==> src/rtl/acr_pkg.sv <==
package acr_pkg;

   typedef enum logic [3:0] {
      RC_NONE = 4'd0,
      RC_64   = 4'd1,
      RC_96   = 4'd2,
      RC_128  = 4'd3,
      RC_192  = 4'd4,
      RC_256  = 4'd5,
      RC_384  = 4'd6,
      RC_512  = 4'd7,
      RC_768  = 4'd8,
      RC_1024 = 4'd9,
      RC_1152 = 4'd10
   } ratio_e;

   // Map a measured frame length in master-clock cycles to a class.
   function automatic ratio_e classify(input logic [15:0] n);
      ratio_e r;
      case (n)
         16'd64:   r = RC_64;
         16'd96:   r = RC_96;
         16'd128:  r = RC_128;
         16'd192:  r = RC_192;
         16'd256:  r = RC_256;
         16'd384:  r = RC_384;
         16'd512:  r = RC_512;
         16'd768:  r = RC_768;
         16'd1024: r = RC_1024;
         16'd1152: r = RC_1152;
         default:  r = RC_NONE;
      endcase
      return r;
   endfunction

   // log2 of the master-clock to bit-clock divider for a class.
   function automatic logic [2:0] div_log2(input ratio_e rc, input logic w16);
      logic [2:0] l;
      case (rc)
         RC_64:   l = 3'd0 + {2'b00, w16};
         RC_128:  l = 3'd1 + {2'b00, w16};
         RC_256:  l = 3'd2 + {2'b00, w16};
         RC_512:  l = 3'd3 + {2'b00, w16};
         RC_1024: l = 3'd4 + {2'b00, w16};
         RC_96:   l = 3'd1;
         RC_192:  l = 3'd2;
         RC_384:  l = 3'd3;
         RC_768:  l = 3'd4;
         RC_1152: l = 3'd4;
         default: l = 3'd0;
      endcase
      return l;
   endfunction

endpackage

==> src/rtl/acr_sync.sv <==
module acr_sync #(
   parameter int STAGES = 2
) (
   input  logic clk_i,
   input  logic rst_ni,
   input  logic d_i,
   output logic q_o
);
   if (STAGES < 2) begin : g_bad_stages
      $error("acr_sync: STAGES must be at least 2");
   end

   logic [STAGES-1:0] chain_q;

   for (genvar i = 0; i < STAGES; i++) begin : g_stage
      if (i == 0) begin : g_first
         always_ff @(posedge clk_i) begin
            if (!rst_ni) chain_q[0] <= 1'b0;
            else         chain_q[0] <= d_i;
         end
      end else begin : g_rest
         always_ff @(posedge clk_i) begin
            if (!rst_ni) chain_q[i] <= 1'b0;
            else         chain_q[i] <= chain_q[i-1];
         end
      end
   end

   assign q_o = chain_q[STAGES-1];
endmodule

==> src/rtl/acr_ratio_meter.sv <==
module acr_ratio_meter
   import acr_pkg::*;
#(
   parameter int MAX_RATIO = 1152
) (
   input  logic   clk_i,
   input  logic   rst_ni,
   input  logic   rise_i,
   output ratio_e class_o,
   output logic   valid_o
);
   localparam int CW = $clog2(MAX_RATIO + 2);
   localparam logic [CW-1:0] LIMIT = CW'(MAX_RATIO + 1);

   if (CW > 16) begin : g_bad_width
      $error("acr_ratio_meter: MAX_RATIO too large for classifier");
   end
   if (MAX_RATIO < 1152) begin : g_bad_max
      $error("acr_ratio_meter: MAX_RATIO must cover the largest ratio");
   end

   logic [CW-1:0] cnt_q;
   logic          armed_q;
   logic          vld_q;
   ratio_e        prev_q;
   ratio_e        cls_q;
   ratio_e        cur;

   assign cur = classify(16'(cnt_q));

   always_ff @(posedge clk_i) begin
      if (!rst_ni) begin
         cnt_q   <= '0;
         armed_q <= 1'b0;
         vld_q   <= 1'b0;
         prev_q  <= RC_NONE;
         cls_q   <= RC_NONE;
      end else if (rise_i) begin
         cnt_q   <= CW'(1);
         armed_q <= 1'b1;
         if (armed_q) begin
            prev_q <= cur;
            if (cur != RC_NONE && cur == prev_q) begin
               vld_q <= 1'b1;
               cls_q <= cur;
            end else begin
               vld_q <= 1'b0;
               cls_q <= RC_NONE;
            end
         end
      end else if (cnt_q == LIMIT) begin
         armed_q <= 1'b0;
         prev_q  <= RC_NONE;
         vld_q   <= 1'b0;
         cls_q   <= RC_NONE;
      end else begin
         cnt_q <= cnt_q + CW'(1);
      end
   end

   assign class_o = cls_q;
   assign valid_o = vld_q;

   // lock is only ever gained at a rising frame edge
   p_lock_on_edge_r3: assert property (@(posedge clk_i) disable iff (!rst_ni)
      $rose(vld_q) |-> $past(rise_i));

   // the period counter never runs past the timeout limit
   p_count_bound_r4: assert property (@(posedge clk_i) disable iff (!rst_ni)
      cnt_q <= LIMIT);

   // with no edge at the limit, the lock is lost next cycle
   p_timeout_r4: assert property (@(posedge clk_i) disable iff (!rst_ni)
      (cnt_q == LIMIT && !rise_i) |=> !vld_q);

   // class only changes at a rising edge or at timeout
   p_class_hold_r2: assert property (@(posedge clk_i) disable iff (!rst_ni)
      !$stable(cls_q) |-> ($past(rise_i) || $past(cnt_q == LIMIT)));
endmodule

==> src/rtl/acr_strobe_gen.sv <==
module acr_strobe_gen #(
   parameter int PH_W = 5
) (
   input  logic       clk_i,
   input  logic       rst_ni,
   input  logic       edge_i,
   input  logic       enable_i,
   input  logic [2:0] lg_i,
   output logic       strobe_o
);
   if (PH_W < 5 || PH_W > 8) begin : g_bad_phw
      $error("acr_strobe_gen: PH_W must lie in 5..8");
   end

   logic [PH_W-1:0] ph_q;
   logic [PH_W-1:0] mask;

   assign mask = (PH_W'(1) << lg_i) - PH_W'(1);

   always_ff @(posedge clk_i) begin
      if (!rst_ni)     ph_q <= '0;
      else if (edge_i) ph_q <= '0;
      else             ph_q <= (ph_q + PH_W'(1)) & mask;
   end

   assign strobe_o = enable_i && (ph_q == '0);

   // a frame edge is followed by a strobe whenever still enabled
   p_realign_r6: assert property (@(posedge clk_i) disable iff (!rst_ni)
      edge_i |=> (strobe_o || !enable_i));

   // back-to-back strobes without an edge only for a divider of one
   p_spacing_r5: assert property (@(posedge clk_i) disable iff (!rst_ni)
      (strobe_o && $past(strobe_o) && !$past(edge_i)) |-> ($past(lg_i) == 3'd0));
endmodule

==> src/rtl/acr_deemph_filter.sv <==
module acr_deemph_filter #(
   parameter int RUN_LEN = 5
) (
   input  logic clk_i,
   input  logic rst_ni,
   input  logic fall_i,
   input  logic pin_i,
   input  logic hold_off_i,
   output logic dem_o
);
   localparam int RW = $clog2(RUN_LEN + 1);
   localparam logic [RW-1:0] FULL = RW'(RUN_LEN);

   if (RUN_LEN < 1) begin : g_bad_run
      $error("acr_deemph_filter: RUN_LEN must be at least 1");
   end

   logic [RW-1:0] run_q;
   logic [RW-1:0] run_nx;
   logic          lvl_q;
   logic          dem_q;

   always_comb begin
      if (run_q == '0 || pin_i != lvl_q) run_nx = RW'(1);
      else if (run_q == FULL)            run_nx = FULL;
      else                               run_nx = run_q + RW'(1);
   end

   always_ff @(posedge clk_i) begin
      if (!rst_ni) begin
         run_q <= '0;
         lvl_q <= 1'b1;
         dem_q <= 1'b0;
      end else if (hold_off_i) begin
         run_q <= '0;
         lvl_q <= 1'b1;
         dem_q <= 1'b0;
      end else if (fall_i) begin
         run_q <= run_nx;
         lvl_q <= pin_i;
         if (run_nx == FULL) dem_q <= ~pin_i;
      end
   end

   assign dem_o = dem_q;

   // the run count never exceeds its full length
   p_run_bound_r9: assert property (@(posedge clk_i) disable iff (!rst_ni)
      run_q <= FULL);

   // the output moves only after a falling frame edge or a mode change
   p_dem_on_fall_r8: assert property (@(posedge clk_i) disable iff (!rst_ni)
      !$stable(dem_q) |-> ($past(fall_i) || $past(hold_off_i)));

   // external mode clears the enable
   p_ext_clear_r10: assert property (@(posedge clk_i) disable iff (!rst_ni)
      hold_off_i |=> !dem_q);
endmodule

==> src/rtl/audio_clk_ratio_ctl.sv <==
module audio_clk_ratio_ctl
   import acr_pkg::*;
#(
   parameter int SYNC_STAGES = 2,
   parameter int MAX_RATIO   = 1152,
   parameter int RUN_LEN     = 5,
   parameter int PH_W        = 5
) (
   input  logic       clk_i,
   input  logic       rst_ni,
   input  logic       frame_i,
   input  logic       shared_pin_i,
   input  logic       ext_mode_i,
   input  logic       word16_i,
   output logic [3:0] ratio_class_o,
   output logic       ratio_valid_o,
   output logic       bit_strobe_o,
   output logic       deemph_o
);
   logic   frame_s;
   logic   frame_d_q;
   logic   pin_s;
   logic   rise_p;
   logic   fall_p;
   ratio_e cls;
   logic   vld;
   logic   enable;
   logic [2:0] lg;

   acr_sync #(.STAGES(SYNC_STAGES)) u_frame_sync (
      .clk_i (clk_i), .rst_ni (rst_ni), .d_i (frame_i), .q_o (frame_s));

   acr_sync #(.STAGES(SYNC_STAGES)) u_pin_sync (
      .clk_i (clk_i), .rst_ni (rst_ni), .d_i (shared_pin_i), .q_o (pin_s));

   always_ff @(posedge clk_i) begin
      if (!rst_ni) frame_d_q <= 1'b0;
      else         frame_d_q <= frame_s;
   end

   assign rise_p = frame_s & ~frame_d_q;
   assign fall_p = ~frame_s & frame_d_q;

   acr_ratio_meter #(.MAX_RATIO(MAX_RATIO)) u_meter (
      .clk_i (clk_i), .rst_ni (rst_ni), .rise_i (rise_p),
      .class_o (cls), .valid_o (vld));

   assign enable = vld & ~ext_mode_i;
   assign lg     = div_log2(cls, word16_i);

   acr_strobe_gen #(.PH_W(PH_W)) u_strobe (
      .clk_i (clk_i), .rst_ni (rst_ni), .edge_i (rise_p | fall_p),
      .enable_i (enable), .lg_i (lg), .strobe_o (bit_strobe_o));

   acr_deemph_filter #(.RUN_LEN(RUN_LEN)) u_deemph (
      .clk_i (clk_i), .rst_ni (rst_ni), .fall_i (fall_p), .pin_i (pin_s),
      .hold_off_i (ext_mode_i), .dem_o (deemph_o));

   assign ratio_class_o = cls;
   assign ratio_valid_o = vld;

   // a locked ratio always carries a real class, an unlocked one none
   p_class_matches_valid_r2: assert property (@(posedge clk_i) disable iff (!rst_ni)
      ratio_valid_o == (ratio_class_o != 4'd0));

   // no strobe while unlocked
   p_no_strobe_unlocked_r7: assert property (@(posedge clk_i) disable iff (!rst_ni)
      !ratio_valid_o |-> !bit_strobe_o);
endmodule

==> config.mk <==
export PLATFORM = sky130hd
export DESIGN_NAME = audio_clk_ratio_ctl
export DESIGN_NICKNAME = d
export VERILOG_FILES = /design/src/rtl/acr_pkg.sv /design/src/rtl/acr_sync.sv /design/src/rtl/acr_ratio_meter.sv /design/src/rtl/acr_strobe_gen.sv /design/src/rtl/acr_deemph_filter.sv /design/src/rtl/audio_clk_ratio_ctl.sv
export SDC_FILE = /design/constraint.sdc
export NUM_CORES = 1
export LEC_CHECK = 0
export CAP_MARGIN = 20
export CORE_MARGIN = 2
export CORE_UTILIZATION = 60
export DETAILED_ROUTE_END_ITERATION = 10
export PLACE_DENSITY = 0.8
export SKIP_CTS_REPAIR_TIMING = 1
export SLEW_MARGIN = 20
export SYNTH_ARGS = -nofsm -noshare
export SYNTH_HDL_FRONTEND = slang
export SYNTH_SLANG_ARGS = --single-unit
==> constraint.sdc <==
create_clock -name clk_i -period 5.1 [get_ports clk_i]
set_input_delay 1.02 -clock clk_i [delete_from_list [all_inputs] [get_ports clk_i]]
set_output_delay 1.02 -clock clk_i [all_outputs]
set_load 0.03 [all_outputs]
Yosys cells after proc, flatten, opt, wreduce, memory -nomap -nowiden --
Cells that the tools add are included.
Word-level totals: bits in registers 36, logic and storage cells 91
Cells by class: add/subtract/negate cells 8, equal/unequal tests 27, shift operators 1, mux-type cells 17, bitwise gates (word level) 10, reduce and logical (&&, ||, !) cells 13
Operators with widths (count):
- $pmux W4 S10 | 1
- $eq A11 B11 Y1 const B | 3
- $pmux W3 S9 | 1
- $mux W4 | 6
- $eq A11 B10 Y1 const B | 2
- $eq A11 B7 Y1 const B | 2
- $eq A11 B8 Y1 const B | 2
- $eq A11 B9 Y1 const B | 2
- $eq A4 B3 Y1 const B | 4
- $eq A4 B4 Y1 const B | 3
- $add A11 B1 Y11 const B | 1
- $eq A4 B2 Y1 const B | 2
- $reduce_or A2 Y1 | 4
- $mux W1 | 7
- $add A2 B1 Y3 const A | 2
- $eq A3 B3 Y1 const B | 2
- $mux W3 | 2
- $add A5 B1 Y5 const B | 1
- $and A5 B5 Y5 | 1
- $logic_not A5 Y1 | 1
- $not A1 Y1 | 5
- $shl A1 B3 Y5 const A | 1
- $sub A5 B2 Y5 const B | 1
- $eq A4 B1 Y1 const B | 1
- other kinds (15) | 19

Longest topological paths before layout --
Gate-level depths: netlist (run 1).
depth after elaboration 7, mapped depth 9, gate-level depth less buffers 8

Cells and area by module --
Synthesis (run 1) repeated with hierarchy kept, for this count alone.
Unflattened totals: cells, all modules 252, area total of the unflattened synthesis 2128.3 um^2
Modules (own cells, without submodules):
- acr_ratio_meter | instances 1, cells each 169, area an instance 1387.6 um^2, sequential area each 420.4 um^2
- acr_deemph_filter | instances 1, cells each 30, area an instance 256.5 um^2, sequential area each 100.1 um^2
- acr_strobe_gen | instances 1, cells each 25, area an instance 242.7 um^2, sequential area each 100.1 um^2
- audio_clk_ratio_ctl | instances 1, cells each 20, area an instance 136.4 um^2, sequential area each 20.0 um^2
- acr_sync | instances 2, cells each 4, area an instance 52.6 um^2, sequential area each 40.0 um^2

Worst setup path before layout (run 1) --
Ideal clock, no wire load.
path type input to output, start point in ext_mode_i, end point out bit_strobe_o, arrival time 1716 ps, slack 2364 ps, stages on the path 1, buffers on the path 0, cell sequence nor3_1
Between the ends: longest elaborated chain between the ends 3
RTL lines:
- from (decl) | RTL line audio_clk_ratio_ctl.sv:13 | input logic ext_mode_i,
- $not A1 Y1 | RTL line audio_clk_ratio_ctl.sv:48 | assign enable = vld & ~ext_mode_i;
- $and A1 B1 Y1 | RTL line audio_clk_ratio_ctl.sv:48
- $logic_and A1 B1 Y1 | RTL line acr_strobe_gen.sv:26 | assign strobe_o = enable_i && (ph_q == '0);
- to (decl) | RTL line audio_clk_ratio_ctl.sv:17 | output logic bit_strobe_o,
Every way passes these cells.

Worst setup path after layout (run 1) --
Same ends and word-level chain as after synthesis.

==> results of run 1 <==
layout make-up:
type	count	area, um^2
Multi-Input combinational cell	197	1297
Fill cell	328	1070
Sequential cell	36	720.7
Timing Repair Buffer	12	120.1
Tap cell	46	57.56
Inverter	11	41.29
Clock buffer	5	37.54
Clock inverter	3	18.77
registers in the layout, summed over array words and instances, names as in the netlist:
signal	count
u_frame_sync.chain_q	1
u_meter.cnt_q	11
frame_d_q	1
u_pin_sync.chain_q	1
u_meter.prev_q	4
u_meter.class_o	4
u_deemph.lvl_q	1
u_meter.armed_q	1
u_pin_sync.q_o	1
u_meter.valid_o	1
u_deemph.dem_o	1
u_frame_sync.q_o	1
u_strobe.ph_q	5
u_deemph.run_q	3
path summary, 6_finish.rpt:
kind                                                          from                           end
worst min register to register  u_frame_sync.chain_q[0]$_SDFF_PN0_   u_frame_sync.q_o$_SDFF_PN0_
worst max-delay path                                    ext_mode_i                  bit_strobe_o
worst max register to register       u_meter.cnt_q[0]$_SDFFE_PN0P_  u_meter.valid_o$_SDFFE_PN0P_
worst min-delay path            u_frame_sync.chain_q[0]$_SDFF_PN0_   u_frame_sync.q_o$_SDFF_PN0_
report_power, final:
part           switching [mW]  internal (mW)  total (mW)
Sequential            0.00438          0.285       0.290
Combinational          0.0181         0.0156      0.0337
Clock                  0.0970         0.0529       0.150
Total                   0.119          0.354       0.473
cell families after synthesis:
group / count (synthesis) / synth area share (%)
AOI/OAI and AO/OA: 50 / 15.78
xor gates and xnor gates: 20 / 8.211
adders and majority gates: 8 / 4.692
buffers and inverters: 26 / 5.396
DFF: 36 / 33.78
muxes: 3 / 1.408
and+or+nand+nor: 116 / 30.73
worst reg2reg max path, cell delays in order, from the launching register on:
cell and delay (ns):
sky130_fd_sc_hd__dfxtp_1 0.37, sky130_fd_sc_hd__inv_1 0.10, sky130_fd_sc_hd__ha_1 0.17, sky130_fd_sc_hd__nor3b_4 0.38
sky130_fd_sc_hd__o211ai_1 0.31, sky130_fd_sc_hd__xnor2_1 0.23, sky130_fd_sc_hd__o211ai_1 0.14, sky130_fd_sc_hd__or3b_4 0.44
sky130_fd_sc_hd__o21ai_2 0.14
cells in the final DEF (no fill, tap or decap), drive strengths merged, types with 2 or more instances in the layout:
master and instances:
ha 8, o21a 2, and3b 2, nand4 6, a21boi 3, nor2b 7
or3 3, nand3b 2, nor3b 5, xor2 12, clkdlybuf4s50 12, o22ai 3
o211ai 4, nor2 18, clkinv 3, inv 11, o21ai 16, or3b 2
nand2 29, dfxtp 36, nand3 10, and2 8, a21oi 9, clkbuf 5
nor3 12, mux2i 3, a22oi 2, a211o 2, nand2b 3, nor4 2
xnor2 8, and3 2
layer usage:
| layer | GRT usage [%] | wire [um] |
|---|---|---|
| met5 | 0 | 0 |
| met4 | 9.511 | 72 |
| met3 | 5.357 | 89 |
| met2 | 35.66 | 1857 |
| met1 | 27.17 | 1850 |
metrics by stage:
stage,total power [mW],hold WS (ns),setup slack (ns),instance area (um^2),util (%)
after CTS,0.4801,0.4409,1.767,2293,68.19
final,0.4732,0.4364,1.769,2293,68.19
after floorplan,0.3192,0.4119,2.364,2133,-
after detailed placement,0.3300,0.4237,1.777,2237,66.52
after global routing,0.4988,0.4778,1.701,2293,68.19
after global placement,0.3295,0.4128,1.776,2237,66.52
==> qor.json, run 1 <==
{
  "fin_worst_skew_ns": 0.009215,
  "drt_via_density": 5.548,
  "synthTopCellsByCount": "sky130_fd_sc_hd__dfxtp_1 (36), sky130_fd_sc_hd__nand2_1 (29), sky130_fd_sc_hd__nor2_1 (18)",
  "placementRows": 21,
  "required_ns": 4.08,
  "n_antenna_cell": 0,
  "tritoncts_clock_tree": "yes",
  "critPathMostFrequentCell": "sky130_fd_sc_hd__clkdlybuf4s50_1",
  "synth_fp_nets": 273,
  "postSynth.asyncResetShare_pct": 0,
  "ir_worst_vdd_uv": 168.1,
  "routed_wl_um": 3870,
  "fp.coreArea_um2": 3363,
  "seq_area_frac_synth_pct": 33.78,
  "ctsHtreeMaxLevel": 2,
  "critPathTopFamily": "buffers and inverters",
  "boundaryPins": 13,
  "final_period_minus_worst_setup_slack_ns": 3.331,
  "slowest_delay_ns": 0.69,
  "drt_iter0_drc": 58,
  "timing.final.crit_share_pct": 65.32,
  "antenna_found_initial": 0,
  "global_route.usage.total_pct": 21.82,
  "rr_worst_depth": 8,
  "timing.critical_path.buf_inv": 2,
  "min-delay-path-class": "flop to flop",
  "syn_area_um2": 2133,
  "dp_hpwl_um": 2807,
  "worst_pin_slew_ns": 0.5368,
  "criticalPathCategory": "input port to primary output",
  "rsz0062_at_grt": "no",
  "syn-instance-count": 259,
  "worstSkewPairLatency_ns": 0.35,
  "gp_congestion": 0.8328,
  "maxSlewHeadroom_pct": 64.16,
  "status": "finished clean",
  "design.final.nets": 277,
  "synth_area_per_cell_um2": 8.237,
  "area_delta_synth_final_pct": 7.507,
  "floorplan.die.height_um": 63.63,
  "ys_types": 53,
  "arrival_ns": 2.31,
  "worst_path_max_delay_cell": "sky130_fd_sc_hd__clkdlybuf4s50_1",
  "placement.io_buffers": 12,
  "via_count_of_the_first_global_routing_pass": 1633,
  "detailedRoute.firstPassIterationCount": 4,
  "clockBufferDepth": 2,
  "fin_setup_tns_ns": 0,
  "synth_top_area_cells": "sky130_fd_sc_hd__dfxtp_1 (34%), sky130_fd_sc_hd__nand2_1 (5.1%), sky130_fd_sc_hd__xor2_1 (4.9%)",
  "setup_viol": 0,
  "cts_made_buffers": 5,
  "effective_utilization_at_floorplan_pct": 63.43,
  "floorplan.die_area_um2": 4048,
  "cap_violations": 0,
  "ant_nets": 0,
  "post_route_cells_drive_above_1_share_pct": 6.818,
  "placed_cells": 302,
  "yosys_most_used_dff": "sky130_fd_sc_hd__dfxtp_1",
  "total_leakage_power_nw": 0.8245,
  "clockRootBuffer": "sky130_fd_sc_hd__clkbuf_4",
  "drc": 0,
  "worst-path-stages": 3,
  "grt_pass1_wl_um": 7058,
  "cell_with_the_most_instances_after_synthesis": "sky130_fd_sc_hd__dfxtp_1",
  "cts_sinks": 36,
  "crit_chain": "clkdlybuf4s50_1 > nor3_1 > clkdlybuf4s50_1",
  "worstSetupEndpointType": "primary output",
  "largest_net_degree_at_the_start_of_global_routing": 19,
  "worst-path-max-fanout": 2,
  "hold_depth": 1,
  "most_area_hungry_cell_type_in_the_yosys_netlist": "sky130_fd_sc_hd__dfxtp_1",
  "gr-total-overflow": 0,
  "reg2reg_setup_slack_ns": 2.76,
  "postSynthRegisterBits": 36,
  "post-synth-top-area-fraction_pct": 33.78,
  "synth.yosys.warnings": 0,
  "route.detailed.wl_per_inst_um": 12.48,
  "pwrdens_nw_per_um2": 206.3,
  "clkTransAtPathRegs_ns": 0.12,
  "layout.cells.non_filler": 310,
  "final_hold_viol_count": 0,
  "fmax_ghz": 0.3002,
  "die_w_um": 63.63,
  "slew_viol_final": 0,
  "detailroute.via_count": 1720,
  "synth_enable_flop_cells": 0,
  "timing.critical_path.from_type": "input port"
}
No activity file was read; power rests on OpenSTA's default activity.
==> inputs of run 2 (changes only) <==
--- a/config.mk
+++ b/config.mk
@@ -7,9 +7,9 @@
 export LEC_CHECK = 0
 export CAP_MARGIN = 20
 export CORE_MARGIN = 2
-export CORE_UTILIZATION = 60
+export CORE_UTILIZATION = 53
 export DETAILED_ROUTE_END_ITERATION = 10
-export PLACE_DENSITY = 0.8
+export PLACE_DENSITY = 0.75
 export SKIP_CTS_REPAIR_TIMING = 1
 export SLEW_MARGIN = 20
 export SYNTH_ARGS = -nofsm -noshare
==> constraint.sdc (replaced) <==
create_clock -name clk_i -period 3 [get_ports clk_i]
set_input_delay 0.6 -clock clk_i [delete_from_list [all_inputs] [get_ports clk_i]]
set_output_delay 0.6 -clock clk_i [all_outputs]
set_load 0.03 [all_outputs]
==> run 2 against run 1 <==
Register-to-register slack got worse by 2.1 ns. Non-clock buffer count up 1. Cell area grew 1.8%. Via count rose by 3.0%. Critical path type unchanged. Highest routed layer unchanged.
==> qor.json, run 2 (synthesis gave the netlist of run 1 again) <==
{
  "status": "finished clean",
  "fp.coreArea": {"value": 3943, "unit": "um^2", "change": "+17%"},
  "required": {"value": 2.40, "unit": "ns", "change": "-1.68 ns"},
  "layout.cells.most_common": "sky130_fd_sc_hd__dfxtp_1",
  "criticalPathCategory": "input port to primary output",
  "cap_violations": {"value": 0, "change": "unchanged"},
  "maxSlewHeadroom": {"value": 63.35, "unit": "%", "change": "-0.81 points"},
  "total_leakage_power": {"value": 0.8368, "unit": "nW", "change": "+1.5%"},
  "area.sequential": {"value": 720.7, "unit": "um^2", "change": "unchanged"},
  "postPlaceCellArea": {"value": 2250, "unit": "um^2", "change": "+0.56%"},
  "via_count_of_the_first_global_routing_pass": {"value": 1615, "change": "-1.1%"},
  "dp_hpwl": {"value": 2850, "unit": "um", "change": "+1.5%"},
  "worst_pin_slew": {"value": 0.5490, "unit": "ns", "change": "+0.01214 ns"},
  "worst-path-max-fanout": {"value": 2, "change": "unchanged"},
  "multiInputGateArea": {"value": 1297, "unit": "um^2", "change": "unchanged"},
  "power.share.combinational": {"value": 6.6, "unit": "%", "change": "-0.5 points"},
  "gr-total-overflow": {"value": 0, "change": "unchanged"},
  "fmax_ghz": 0.4009,
  "worstSkewPairLatency": {"value": 0.29, "unit": "ns", "change": "-0.06 ns"},
  "slew_viol_final": {"value": 0, "change": "unchanged"},
  "routed_wl": {"value": 3912, "unit": "um", "change": "+1.1%"},
  "floorplan.die_area": {"value": 4549, "unit": "um^2", "change": "+12%"},
  "rsz0062_at_grt": "no",
  "clkTransAtPathRegs": {"value": 0.07, "unit": "ns", "change": "-0.05 ns"},
  "detailroute.via_count": {"value": 1771, "change": "+3.0%"},
  "setup_viol": {"value": 0, "change": "unchanged"},
  "largest_reg_flops": {"value": 11, "change": "unchanged"},
  "ant_nets": {"value": 0, "change": "unchanged"},
  "netSwitchingPower": {"value": 209.8, "unit": "uW", "change": "+76%"},
  "drc": {"value": 0, "change": "unchanged"},
  "fin_setup_tns": {"value": 0, "unit": "ns", "change": "unchanged"},
  "n_fill_cell": {"value": 365, "change": "+11%"},
  "power_frac_clock": {"value": 37.9, "unit": "%", "change": "+6.2 points"},
  "largest_net_degree_at_the_start_of_global_routing": {"value": 19, "change": "unchanged"},
  "fin_area": {"value": 2335, "unit": "um^2", "change": "+1.8%"},
  "ctsHtreeMaxLevel": {"value": 2, "change": "unchanged"},
  "n_antenna_cell": {"value": 0, "change": "unchanged"},
  "floorplan.die.height": {"value": 67.45, "unit": "um", "change": "+6.0%"},
  "clockRootBuffer": "sky130_fd_sc_hd__clkbuf_8",
  "area_delta_synth_final_pct": 9.443,
  "flop_pwr_share": {"value": 55.4, "unit": "%", "change": "-5.8 points"},
  "placement.io_buffers": {"value": 12, "change": "unchanged"},
  "final_cell_mix": "sky130_fd_sc_hd__dfxtp_1 (36), sky130_fd_sc_hd__nand2_1 (29), sky130_fd_sc_hd__nor2_1 (18), sky130_fd_sc_hd__xor2_1 (12), sky130_fd_sc_hd__clkdlybuf4s50_1 (12)",
  "final_period_minus_worst_setup_slack_ns": 2.494,
  "antenna_found_initial": {"value": 0, "change": "unchanged"},
  "min-delay-path-class": "flop to flop",
  "effective_utilization_at_floorplan": {"value": 54.11, "unit": "%", "change": "-9.3 points"},
  "timing.critical_path.from_type": "input port",
  "arrival": {"value": 1.89, "unit": "ns", "change": "-0.42 ns"},
  "pwrdens": {"value": 380.4, "unit": "nW/um^2", "change": "+84%"},
  "fin_worst_skew": {"value": 0.006730, "unit": "ns", "change": "-0.002485 ns"},
  "cts_made_buffers": {"value": 5, "change": "unchanged"},
  "grt_pass1_wl": {"value": 7065, "unit": "um", "change": "about the same"},
  "final_hold_viol_count": {"value": 0, "change": "unchanged"},
  "drt_via_density": {"value": 5.622, "change": "+1.3%"},
  "placementRows": {"value": 23, "change": "+9.5%"},
  "design.final.nets": {"value": 278, "change": "+0.36%"},
  "ir_worst_vdd": {"value": 320.9, "unit": "uV", "change": "+91%"},
  "route.detailed.wl_per_inst": {"value": 12.42, "unit": "um", "change": "-0.52%"},
  "power.share.switching": {"value": 23.63, "unit": "%", "change": "-1.6 points"},
  "boundaryPins": {"value": 13, "change": "unchanged"},
  "timing.final.crit_share_pct": 83.14,
  "gp_congestion": {"value": 0.8481, "change": "+1.8%"},
  "post_route_cells_drive_above_1_share": {"value": 6.415, "unit": "%", "change": "-0.40 points"},
  "top_regs": "u_meter.cnt_q: 11 flops, u_strobe.ph_q: 5 flops",
  "detailedRoute.firstPassIterationCount": {"value": 4, "change": "unchanged"},
  "max_flop_register": "u_meter.cnt_q",
  "global_route.usage.total": {"value": 20.36, "unit": "%", "change": "-1.5 points"},
  "p_int": {"value": 678.2, "unit": "uW", "change": "+92%"},
  "cts_sinks": {"value": 36, "change": "unchanged"},
  "worstSetupEndpointType": "primary output",
  "drt_iter0_drc": {"value": 66, "change": "+14%"},
  "clockBufferDepth": {"value": 2, "change": "unchanged"},
  "die_w": {"value": 67.45, "unit": "um", "change": "+6.0%"},
  "tritoncts_clock_tree": "yes"
}
-- run 2: changes by cell type in the layout (fill, tap and decap cells not counted) --
cell / before / now
sky130_fd_sc_hd__buf_4: 0 / 1
sky130_fd_sc_hd__clkinv_2: 2 / 0
sky130_fd_sc_hd__clkbuf_4: 5 / 0
sky130_fd_sc_hd__clkbuf_8: 0 / 5
sky130_fd_sc_hd__clkbuf_1: 0 / 2
-- run 2: area by class of cell --
class | instances | area share, %
tap | 50 | 2.680
timing repair buffer | 13 | 5.466
clock inverter | 1 | 0.3751
sequential | 36 | 30.87
inverter | 11 | 1.768
clock buffer | 7 | 3.269
multi-input combinational | 197 | 55.57
-- run 2: final timing paths --
| kind | startpoint | end | slack [ns] | cells past startpoint |
|---|---|---|---|---|
| worst max-delay path | ext_mode_i | bit_strobe_o | 0.51 | 3 |
| worst min-delay path | u_pin_sync.chain_q[0]$_SDFF_PN0_ | u_pin_sync.q_o$_SDFF_PN0_ | 0.43 | 1 |
| worst max register to register | u_meter.cnt_q[0]$_SDFFE_PN0P_ | u_meter.class_o[1]$_SDFFE_PN0P_ | 0.65 | 8 |
| worst min register to register | u_pin_sync.chain_q[0]$_SDFF_PN0_ | u_pin_sync.q_o$_SDFF_PN0_ | 0.43 | 1 |
-- run 2: critical path: stages --
cell and delay, ns:
sky130_fd_sc_hd__clkdlybuf4s50_1 0.42, sky130_fd_sc_hd__nor3_1 0.18, sky130_fd_sc_hd__clkdlybuf4s50_1 0.69
-- run 2: power by group through the flow --
| stage | logic, mW | clock network [mW] | registers, mW |
|---|---|---|---|
| final | 0.0590 | 0.337 | 0.492 |
| after global routing | 0.0676 | 0.365 | 0.493 |
| after CTS | 0.0595 | 0.348 | 0.492 |
| after detailed placement | 0.0591 | 0 | 0.503 |
| after global placement | 0.0587 | 0 | 0.503 |
| after floorplan | 0.0411 | 0 | 0.502 |
-- run 2: per-layer routing --
layer  vias to the layer above  wire, um  track usage [%]
met3                         7       131            4.167
met4                         0        61            7.908
met5                         -         0                0
met2                        32      1884            36.14
li1                        912         -                -
met1                       820      1835            23.94
-- run 2: stage by stage --
step	worst slack [ns]	instances	power (mW)	hold WS (ns)	utilization, %
6_report	0.5057	315	0.8880	0.4336	59.22
4_1_cts	0.4934	315	0.8996	0.4373	59.22
3_3_place_gp	0.4946	307	0.5617	0.4129	57.06
3_5_place_dp	0.4498	307	0.5626	0.4193	57.06
5_1_grt	0.4289	315	0.9263	0.4519	59.22
2_1_floorplan	0.9938	259	0.5426	0.4119	-
==> inputs of run 3 (changes only) <==
==> constraint.sdc (replaced) <==
create_clock -name clk_i -period 2.2 [get_ports clk_i]
set_input_delay 0.44 -clock clk_i [delete_from_list [all_inputs] [get_ports clk_i]]
set_output_delay 0.44 -clock clk_i [all_outputs]
set_load 0.03 [all_outputs]
==> run 3 against run 2 <==
Sequential cell count unchanged. Utilization up 2.7 points. Die area unchanged. Largest power group unchanged. Count of clock-buffer cells in the layout down 1. Sequential share of layout area down 1.4 points. Final cell count up 3.8%.
==> qor.json, run 3 (synthesis gave the netlist of run 1 again) <==
{
  "cts_sinks": {"value": 36, "change": "unchanged"},
  "die_w": {"value": 67.45, "unit": "um", "change": "unchanged"},
  "drc": {"value": 0, "change": "unchanged"},
  "largest_reg_flops": {"value": 11, "change": "unchanged"},
  "floorplan.die_area": {"value": 4549, "unit": "um^2", "change": "unchanged"},
  "dp_hpwl": {"value": 3176, "unit": "um", "change": "+11%"},
  "pwrdens": {"value": 521.9, "unit": "nW/um^2", "change": "+37%"},
  "gp_congestion": {"value": 0.8941, "change": "+5.4%"},
  "clockRootBuffer": "sky130_fd_sc_hd__clkbuf_8",
  "post_route_cells_drive_above_1_share": {"value": 12.64, "unit": "%", "change": "+6.2 points"},
  "min-delay-path-class": "flop to flop",
  "clkTransAtPathRegs": {"value": 0.08, "unit": "ns", "change": "about the same"},
  "fin_worst_skew": {"value": 0.004973, "unit": "ns", "change": "-0.001757 ns"},
  "largest_net_degree_at_the_start_of_global_routing": {"value": 16, "change": "-3"},
  "cap_violations": {"value": 0, "change": "unchanged"},
  "fp.coreArea": {"value": 3943, "unit": "um^2", "change": "unchanged"},
  "slowest_delay": {"value": 0.44, "unit": "ns", "change": "-0.25 ns"},
  "routed_wl": {"value": 4318, "unit": "um", "change": "+10%"},
  "antenna_found_initial": {"value": 0, "change": "unchanged"},
  "layout.cells.most_common": "sky130_fd_sc_hd__dfxtp_1",
  "placement.io_buffers": {"value": 12, "change": "unchanged"},
  "area_delta_synth_final_pct": 14.49,
  "global_route.usage.total": {"value": 21.79, "unit": "%", "change": "+1.4 points"},
  "top_regs": "u_meter.cnt_q: 11 flops, u_strobe.ph_q: 5 flops",
  "required": {"value": 2.43, "unit": "ns", "change": "+0.03 ns"},
  "floorplan.die.height": {"value": 67.45, "unit": "um", "change": "unchanged"},
  "dpl_worst_slack": {"value": -0.09747, "unit": "ns", "change": "-0.5472 ns"},
  "via_count_of_the_first_global_routing_pass": {"value": 1668, "change": "+3.3%"},
  "timing.final.crit_share_pct": 93.64,
  "final_hold_viol_count": {"value": 0, "change": "unchanged"},
  "total_leakage_power": {"value": 0.9123, "unit": "nW", "change": "+9.0%"},
  "cts_made_buffers": {"value": 5, "change": "unchanged"},
  "maxSlewHeadroom": {"value": 69.97, "unit": "%", "change": "+6.6 points"},
  "tritoncts_clock_tree": "yes",
  "boundaryPins": {"value": 13, "change": "unchanged"},
  "worstSkewPairLatency": {"value": 0.29, "unit": "ns", "change": "about the same"},
  "status": "finished clean",
  "drt_via_density": {"value": 5.596, "change": "-0.46%"},
  "clockBufferDepth": {"value": 2, "change": "unchanged"},
  "setup_ws": {"value": 0.1399, "unit": "ns", "change": "-0.3659 ns"},
  "ant_nets": {"value": 0, "change": "unchanged"},
  "rsz0062_at_grt": "no",
  "fmax_ghz": 0.4854,
  "grt_pass1_wl": {"value": 7396, "unit": "um", "change": "+4.7%"},
  "crit_chain": "inv_2 > ha_2 > or3b_4 > a21oi_1 > o311ai_1 > nor3_2 > or3b_4 > o21ai_2",
  "slew_viol_final": {"value": 0, "change": "unchanged"},
  "detailedRoute.firstPassIterationCount": {"value": 4, "change": "unchanged"},
  "setup_viol": {"value": 0, "change": "unchanged"},
  "criticalPathCategory": "flop to flop",
  "arrival": {"value": 2.29, "unit": "ns", "change": "+0.40 ns"},
  "drt_iter0_drc": {"value": 92, "change": "+39%"},
  "gr-total-overflow": {"value": 0, "change": "unchanged"},
  "max_flop_register": "u_meter.cnt_q",
  "ir_worst_vdd": {"value": 454.1, "unit": "uV", "change": "+42%"},
  "detailroute.via_count": {"value": 1830, "change": "+3.3%"},
  "placementRows": {"value": 23, "change": "unchanged"},
  "effective_utilization_at_floorplan": {"value": 54.11, "unit": "%", "change": "unchanged"},
  "n_antenna_cell": {"value": 0, "change": "unchanged"},
  "placed_cells": {"value": 319, "change": "+3.9%"},
  "ctsHtreeMaxLevel": {"value": 2, "change": "unchanged"},
  "worstSetupEndpointType": "flop",
  "worst-path-max-fanout": {"value": 4, "change": "+2"},
  "layout.cells.non_filler": {"value": 327, "change": "+3.8%"},
  "final_period_minus_worst_setup_slack_ns": 2.060,
  "final_cell_mix": "sky130_fd_sc_hd__dfxtp_1 (36), sky130_fd_sc_hd__nand2_1 (29), sky130_fd_sc_hd__nor2_1 (18), sky130_fd_sc_hd__buf_4 (14), sky130_fd_sc_hd__xor2_1 (12)",
  "design.final.nets": {"value": 290, "change": "+4.3%"},
  "worst_pin_slew": {"value": 0.4471, "unit": "ns", "change": "-0.1019 ns"},
  "worst_path_max_delay_cell": "sky130_fd_sc_hd__or3b_4",
  "route.detailed.wl_per_inst": {"value": 13.20, "unit": "um", "change": "+6.3%"},
  "critPathMostFrequentCell": "sky130_fd_sc_hd__or3b_4",
  "timing.critical_path.from_type": "flop"
}
==> run 3: routing by layer <==
metal	track usage, %	vias to the layer above	routed length (um)
met5	0	-	0
met4	8.418	0	75
met3	6.000	7	170
met2	36.76	38	2070
met1	26.28	840	2001
li1	-	945	-
==> run 3: final cells by class <==
class	instances	area [um^2]
inverters	11	41.29
clock inverters	2	13.76
clock buffers	6	82.58
well taps	50	62.56
flip-flops and latches	36	720.7
fillers	350	1500
repair buffers	25	215.2
multi-input cells	197	1306
==> run 3: per-stage QoR <==
stage                     area (um^2)  hold slack (ns)  setup TNS [ns]  utilization, %  total power [mW]
final                            2442           0.4365               0           61.95             1.275
after global routing             2442           0.4678               0           61.95             1.331
after CTS                        2434           0.4417               0           61.73             1.286
after detailed placement         2337           0.4241        -0.09747           59.28            0.7765
after global placement           2337           0.4137        -0.04144           59.28            0.7740
after floorplan                  2133           0.4119               0               -            0.7399
==> run 3: power by group <==
group          internal (mW)  leakage [nW]  switching, mW  total (mW)
combinational         0.0449         0.569         0.0474      0.0923
sequential             0.661         0.292        0.00866       0.670
clock                  0.256        0.0516          0.257       0.513
==> run 3: worst paths after layout <==
check / endpoint / depth (start not counted) / from / slack, ns
worst min register to register: u_pin_sync.q_o$_SDFF_PN0_ / 1 / u_pin_sync.chain_q[0]$_SDFF_PN0_ / 0.44
worst max register to register: u_meter.class_o[0]$_SDFFE_PN0P_ / 8 / u_meter.cnt_q[1]$_SDFFE_PP0N_ / 0.14
worst max-delay path: u_meter.class_o[0]$_SDFFE_PN0P_ / 8 / u_meter.cnt_q[1]$_SDFFE_PP0N_ / 0.14
worst min-delay path: u_pin_sync.q_o$_SDFF_PN0_ / 1 / u_pin_sync.chain_q[0]$_SDFF_PN0_ / 0.44
==> run 3: worst max-delay path: cells and delay by family, from the launching register on <==
kind / cells / cell delay, ns
DFF: 1 / 0.35
and+or+nand+nor: 3 / 0.98
adders and majority gates: 1 / 0.17
AOI/OAI and AO/OA: 3 / 0.42
buffers and inverters: 1 / 0.07
